--- config.mk ---
export PLATFORM = sky130hd
export DESIGN_NAME = serial_booth_mul
export DESIGN_NICKNAME = d
export VERILOG_FILES = /design/src/rtl/serial_booth_mul.sv
export SDC_FILE = /design/constraint.sdc
export NUM_CORES = 1
export LEC_CHECK = 0
export BUFFER_PORTS_ARGS = -buffer_cell sky130_fd_sc_hd__buf_4
export CORE_UTILIZATION = 45
export CTS_CLUSTER_DIAMETER = 60
export DETAILED_ROUTE_END_ITERATION = 7
export HOLD_SLACK_MARGIN = 0.15
export SETUP_SLACK_MARGIN = 0.5
export SYNTH_ARGS = -nofsm -noshare
export SYNTH_HDL_FRONTEND = slang
export SYNTH_SLANG_ARGS = --single-unit
export TNS_END_PERCENT = 100
--- constraint.sdc ---
create_clock -name clk -period 4.9 [get_ports clk]
set_clock_uncertainty 0.05 [all_clocks]
set_input_delay 0.245 -clock clk [delete_from_list [all_inputs] [get_ports clk]]
set_output_delay 0.245 -clock clk [all_outputs]
set_load 0.02 [all_outputs]
--- src/rtl/serial_booth_mul.sv ---
module serial_booth_mul #(
  parameter int W = 20
) (
  input  logic clk,
  input  logic rst_n,
  input  logic word_strobe,
  input  logic ser_a,
  input  logic ser_b,
  output logic ser_y
);
  localparam int CW = $clog2(W + 1);
  localparam logic [W-1:0] MAX_POS = {1'b0, {(W-1){1'b1}}};
  localparam logic [W-1:0] MIN_NEG = {1'b1, {(W-1){1'b0}}};

  logic [W-1:0] sh_a, sh_b, a_word, b_word;
  logic [CW-1:0] bit_cnt, bit_idx;
  logic synced, word_end;
  logic signed [W:0] acc, mcand, addend, sum, acc_n;
  logic [W-1:0] mq, mq_n, out_sr, result;
  logic mq_prev;

  assign a_word   = {ser_a, sh_a[W-1:1]};
  assign b_word   = {ser_b, sh_b[W-1:1]};
  assign bit_idx  = word_strobe ? '0 : bit_cnt;
  assign word_end = synced && (bit_idx == CW'(W - 1));

  always_comb begin
    case ({mq[0], mq_prev})
      2'b10:   addend = -mcand;
      2'b01:   addend = mcand;
      default: addend = '0;
    endcase
  end

  assign sum    = acc + addend;
  assign acc_n  = sum >>> 1;
  assign mq_n   = {sum[0], mq[W-1:1]};
  assign result = (acc_n[W-1] != acc_n[W-2]) ? MAX_POS : {acc_n[W-2:0], mq_n[W-1]};
  assign ser_y  = out_sr[0];

  always_ff @(posedge clk or negedge rst_n) begin
    if (!rst_n) begin
      sh_a    <= '0;
      sh_b    <= '0;
      bit_cnt <= '0;
      synced  <= 1'b0;
      acc     <= '0;
      mcand   <= '0;
      mq      <= '0;
      mq_prev <= 1'b0;
      out_sr  <= '0;
    end else begin
      sh_a    <= a_word;
      sh_b    <= b_word;
      bit_cnt <= bit_idx + CW'(1);
      if (word_strobe) synced <= 1'b1;
      if (word_end) begin
        acc     <= '0;
        mcand   <= $signed({a_word[W-1], a_word});
        mq      <= b_word;
        mq_prev <= 1'b0;
        out_sr  <= result;
      end else begin
        acc     <= acc_n;
        mq      <= mq_n;
        mq_prev <= mq[0];
        out_sr  <= {1'b0, out_sr[W-1:1]};
      end
    end
  end

  AST_FRAME_PERIOD: assert property (@(posedge clk) disable iff (!rst_n)
    (synced && word_strobe) |-> (bit_cnt == CW'(W)));
  AST_STROBE_AFTER_END: assert property (@(posedge clk) disable iff (!rst_n)
    word_end |=> word_strobe);
  AST_IDLE_ZERO: assert property (@(posedge clk) disable iff (!rst_n)
    !synced |-> !ser_y);
  AST_NO_MIN_NEG: assert property (@(posedge clk) disable iff (!rst_n)
    word_end |=> (out_sr != MIN_NEG));
  AST_WORK_CLEARED: assert property (@(posedge clk) disable iff (!rst_n)
    word_end |=> (acc == '0 && !mq_prev));

endmodule

==> out/results.env <==
STATUS='completed'
BOUNDARYPINS=6
HOLD_VIOL_FINAL=0
DRC=0
SWITCHING_POWER_mW=0.899
CP.REQUIRED_NS=5.13
DIEWIDTH_UM=115
SETUP-VIOLATIONS-FINAL=0
TRITONCTS_CLOCK_TREE='yes'
P_INT_mW=2.18
FINALMAXSLEWVIOLATIONS=0
WIRE_LENGTH_OF_THE_FIRST_GLOBAL_ROUTING_PASS_MM=19.8
PATH_CLASS='flip-flop to flip-flop'
TOTALNEGATIVESETUPSLACK_NS=0
DR.PASS1.ITERS=5
GRT_MAX_DEGREE=73
DRV.MAX_CAP_VIOLATION_COUNT=0
FILLERINSTANCES=1144
CTS-HTREE-LEVELS=4
SETUP_CRIT_START_KIND='flip-flop'
CTS.CLK_SLEW.WORST_PATHS_NS=0.05
VIA_PER_INST=5.25
AREAGROWTHSYNTHTOFINISH_PCT=15.4
LAYOUT_CELL_SHARE_WITH_DRIVE_STRENGTH_BEYOND_1_PCT=10.2
HOLDCRITPATHCLASS='flip-flop to flip-flop'
PLACEMENTROWS=40
CORE_AREA_UM2=12200
REG2REGPATHDEPTH=17
NUMPORTBUFFERS=5
PATH_MAX_FANOUT=13
REGTOREGENDPOINT='out_sr[10]'
FINISH.NET_COUNT=650
POST_DP_CELL_AREA_UM2=5920
SETUP.WORST_PATH.END_CLASS='flip-flop'
IR_WORST_VDD_uV=389
RRSETUPSLACK_NS=0.74
POSTSYNTHNETCOUNT=637
DETAIL-ROUTE-ANTENNA-NETS=0
CLK_LATENCY_NS=0.41
TOTALPOWERFINAL_mW=3.08
WORST-ENDPOINT-ARRIVAL_NS=4.38
GLOBAL_ROUTE.OVERFLOW_TOTAL=0
DIEAREA_UM2=13200
FINAL_CELL_MIX='sky130_fd_sc_hd__nand2_1 (148), sky130_fd_sc_hd__dfrtp_1 (125), sky130_fd_sc_hd__nor2_1 (69), sky130_fd_sc_hd__a21oi_1 (53), sky130_fd_sc_hd__ha_1 (23)'
POWER.SHARE.CLOCK_PCT=37.6
LAYOUT_MIN_CYCLE_TIME_NS=4.16
ANTENNA-DIODE-COUNT=0
GRT_USAGE_PCT=19.9
LEAKAGEPOWER_nW=3.10
DP.FINAL_HPWL_MM=7.83
SEQUENTIAL_TO_TOTAL_AREA_SHARE_FROM_YOSYS_STAT_PCT=54.7
NUMCTSBUFFERS=17
CLOCK_SINK_COUNT=125
NETSWITCHINGFRACTION_PCT=29.2
DIE-HEIGHT_UM=115
WORST_REL_SLEW_SLACK_PCT=25.8
SYN_AVG_CELL_AREA_UM2=9.43
CTSLONGESTPATHBUFFERS=2
ANTENNA_FOUND_INITIAL=0
DETAIL_ROUTE.WIRELENGTH_MM=11.9
POST_SYNTH_INST_COUNT=606
SYNTH.YOSYS.WARNINGS=0
TIMING.HOLD.WORST.START='sh_b[10]'
FIRST_GLOBAL_VIAS=4068
INITIAL_UTILIZATION_PCT=46.8
BUFFER_TYPE_AT_THE_CLOCK_TREE_ROOT='sky130_fd_sc_hd__clkbuf_16'
CRITICAL_PATH.REG2REG.STARTPOINT='mcand[0]'
WL_PER_CELL_UM=14.9
COMBPWRFRAC_PCT=21.3
SEQ_CELLS_POST_SYNTH=125
LAYOUT_WORST_PATH_CYCLE_SHARE_PCT=84.8
GRT_SETUP_UNREPAIRED='no'
POST_SYNTH_DESIGN_CELL_AREA_UM2=5720
CELL_AREA_AFTER_LAYOUT_UM2=6600
MIN_TO='sh_b[9]'
TIGHTEST_SLEW_NS=1.11
TIMING.HOLD.WORST_PATH_DEPTH=0
GP_CONGESTION=0.851
LAYOUT_COMMONEST_CELL='sky130_fd_sc_hd__nand2_1'
FMAXACHIEVABLE_MHz=241
VIAS=4188
DRT_FIRST_ITER_VIOLATIONS=360
SEQ_POWER_SHARE_PCT=41.1
POWER_DENSITY_nW_PER_UM2=467
YS_TYPES=45
==> per-layer routing <==
| layer | track usage, % | part of all wire [%] | up-vias |
|---|---|---|---|
| li1 | - | - | 2071 |
| met5 | 0 | 0 | - |
| met4 | 7.53 | 1.3 | 0 |
| met1 | 27.1 | 50 | 2035 |
| met3 | 5.40 | 3.2 | 15 |
| met2 | 30.7 | 46 | 67 |
==> power by group through the flow <==
stage                     registers (mW)  logic, mW  clock network, mW
after floorplan                     1.27      0.480                  0
after global placement              1.28      0.632                  0
after detailed placement            1.28      0.635                  0
after CTS                           1.27      0.643               1.18
after global routing                1.28      0.745               1.23
final                               1.27      0.655               1.16
==> what timing repair did <==
item | CTS | global route
hold buffers | 4 | 0
endpoints found under the setup margin | 0 | 17
buffers inserted | 0 | 2
endpoints found under the hold margin | 80 | 0
gates resized for setup | 0 | 16
==> area by class of cell <==
class                   count  area, µm²  share of cell area, %
flip-flops and latches    125       3130                   47.4
multi-input cells         444       2510                   38.1
repair buffers             18        149                   2.26
clock inverters             7       65.1                  0.987
inverters                  13       52.6                  0.797
clock buffers              23        478                   7.25
well taps                 168        210                   3.19
==> sequential cells by signal, summed over array words and instances, names as in the netlist <==
register	flops
bit_cnt	5
out_sr	20
sh_a	19
sh_b	19
mq	20
acc	20
mq_prev	1
mcand	20
synced	1
==> critical path, cell delays in order (launching register included) <==
cell and delay [ns]:
sky130_fd_sc_hd__dfrtp_1 0.39, sky130_fd_sc_hd__inv_1 0.12, sky130_fd_sc_hd__ha_1 0.21, sky130_fd_sc_hd__nor3b_4 0.34
sky130_fd_sc_hd__and3_4 0.27, sky130_fd_sc_hd__nand3_1 0.10, sky130_fd_sc_hd__a311oi_2 0.38, sky130_fd_sc_hd__ha_1 0.37
sky130_fd_sc_hd__nand2_1 0.14, sky130_fd_sc_hd__nor2_1 0.05, sky130_fd_sc_hd__a211oi_1 0.29, sky130_fd_sc_hd__o21a_2 0.25
sky130_fd_sc_hd__o31a_1 0.17, sky130_fd_sc_hd__xnor2_1 0.15, sky130_fd_sc_hd__ha_1 0.30, sky130_fd_sc_hd__nor2_2 0.18
sky130_fd_sc_hd__buf_6 0.17, sky130_fd_sc_hd__a21oi_1 0.09
==> cells in the mapped netlist <==
cell / count / share of area (%)
sky130_fd_sc_hd__o31a_1: 1 / 0.15
sky130_fd_sc_hd__o21ai_0: 17 / 1.5
sky130_fd_sc_hd__or3_1: 1 / 0.11
sky130_fd_sc_hd__nand2b_1: 4 / 0.44
sky130_fd_sc_hd__nand2_1: 148 / 9.7
sky130_fd_sc_hd__or2_2: 2 / 0.22
sky130_fd_sc_hd__inv_1: 13 / 0.85
sky130_fd_sc_hd__a221o_1: 1 / 0.18
sky130_fd_sc_hd__and2_1: 6 / 0.66
sky130_fd_sc_hd__nor2_1: 70 / 4.6
sky130_fd_sc_hd__o41ai_1: 1 / 0.15
sky130_fd_sc_hd__dfrtp_1: 125 / 55
sky130_fd_sc_hd__nor2_4: 1 / 0.20
sky130_fd_sc_hd__o21bai_1: 3 / 0.39
sky130_fd_sc_hd__or4_4: 1 / 0.20
sky130_fd_sc_hd__o31ai_1: 2 / 0.26
sky130_fd_sc_hd__o22a_1: 1 / 0.15
sky130_fd_sc_hd__o211ai_1: 2 / 0.26
sky130_fd_sc_hd__nor3_1: 14 / 1.2
sky130_fd_sc_hd__buf_2: 2 / 0.18
sky130_fd_sc_hd__ha_1: 25 / 5.5
sky130_fd_sc_hd__and3_1: 4 / 0.44
sky130_fd_sc_hd__nor4b_1: 1 / 0.15
sky130_fd_sc_hd__and4_4: 1 / 0.20
sky130_fd_sc_hd__nand4_1: 3 / 0.33
sky130_fd_sc_hd__xnor2_1: 13 / 2.0
sky130_fd_sc_hd__and4_1: 1 / 0.15
sky130_fd_sc_hd__mux2i_1: 3 / 0.53
sky130_fd_sc_hd__nor3b_2: 1 / 0.22
sky130_fd_sc_hd__nand4b_1: 1 / 0.15
sky130_fd_sc_hd__clkbuf_1: 22 / 1.4
sky130_fd_sc_hd__o21ai_2: 1 / 0.15
sky130_fd_sc_hd__xor2_1: 8 / 1.2
sky130_fd_sc_hd__a21o_1: 8 / 1.1
sky130_fd_sc_hd__a21oi_1: 53 / 4.6
sky130_fd_sc_hd__a311oi_1: 9 / 1.4
sky130_fd_sc_hd__nand3_1: 15 / 1.3
sky130_fd_sc_hd__a211oi_1: 5 / 0.66
sky130_fd_sc_hd__nor2b_1: 4 / 0.44
sky130_fd_sc_hd__o21a_1: 2 / 0.26
sky130_fd_sc_hd__a21oi_2: 1 / 0.15
sky130_fd_sc_hd__fa_1: 1 / 0.35
sky130_fd_sc_hd__a22oi_1: 1 / 0.13
sky130_fd_sc_hd__a31oi_1: 6 / 0.66
sky130_fd_sc_hd__a311o_1: 2 / 0.35
==> how the worst max path moves through the flow <==
stage / startpoint / to / slack, ns / depth (start not counted)
6_report: mcand[0] / out_sr[10] / 0.74 / 17
3_3_place_gp: mcand[0] / out_sr[15] / 0.61 / 18
5_1_grt: mcand[2] / out_sr[10] / 0.47 / 18
3_5_place_dp: mcand[0] / out_sr[10] / 0.62 / 18
2_1_floorplan: mq[0] / out_sr[10] / 0.94 / 17
4_1_cts: mcand[0] / out_sr[10] / 0.57 / 18
==> through the flow <==
stage	setup slack, ns	hold WS (ns)	util, %	instances
6_report	0.744	0.320	54.0	798
5_1_grt	0.475	0.334	54.0	798
4_1_cts	0.570	0.321	53.3	796
3_5_place_dp	0.620	0.308	48.5	762
3_3_place_gp	0.609	0.305	48.5	762
2_1_floorplan	0.938	-0.101	-	606
==> logic make-up after synthesis <==
family / after synthesis / synth area share [%]
mux: 3 / 0.525
fa+ha+maj: 26 / 5.82
flops: 125 / 54.7
simple gates: 278 / 20.8
xor+xnor: 21 / 3.22
compound gates: 116 / 12.5
buf+inv: 37 / 2.47
Note: power is estimated with default switching activity, not from simulation.
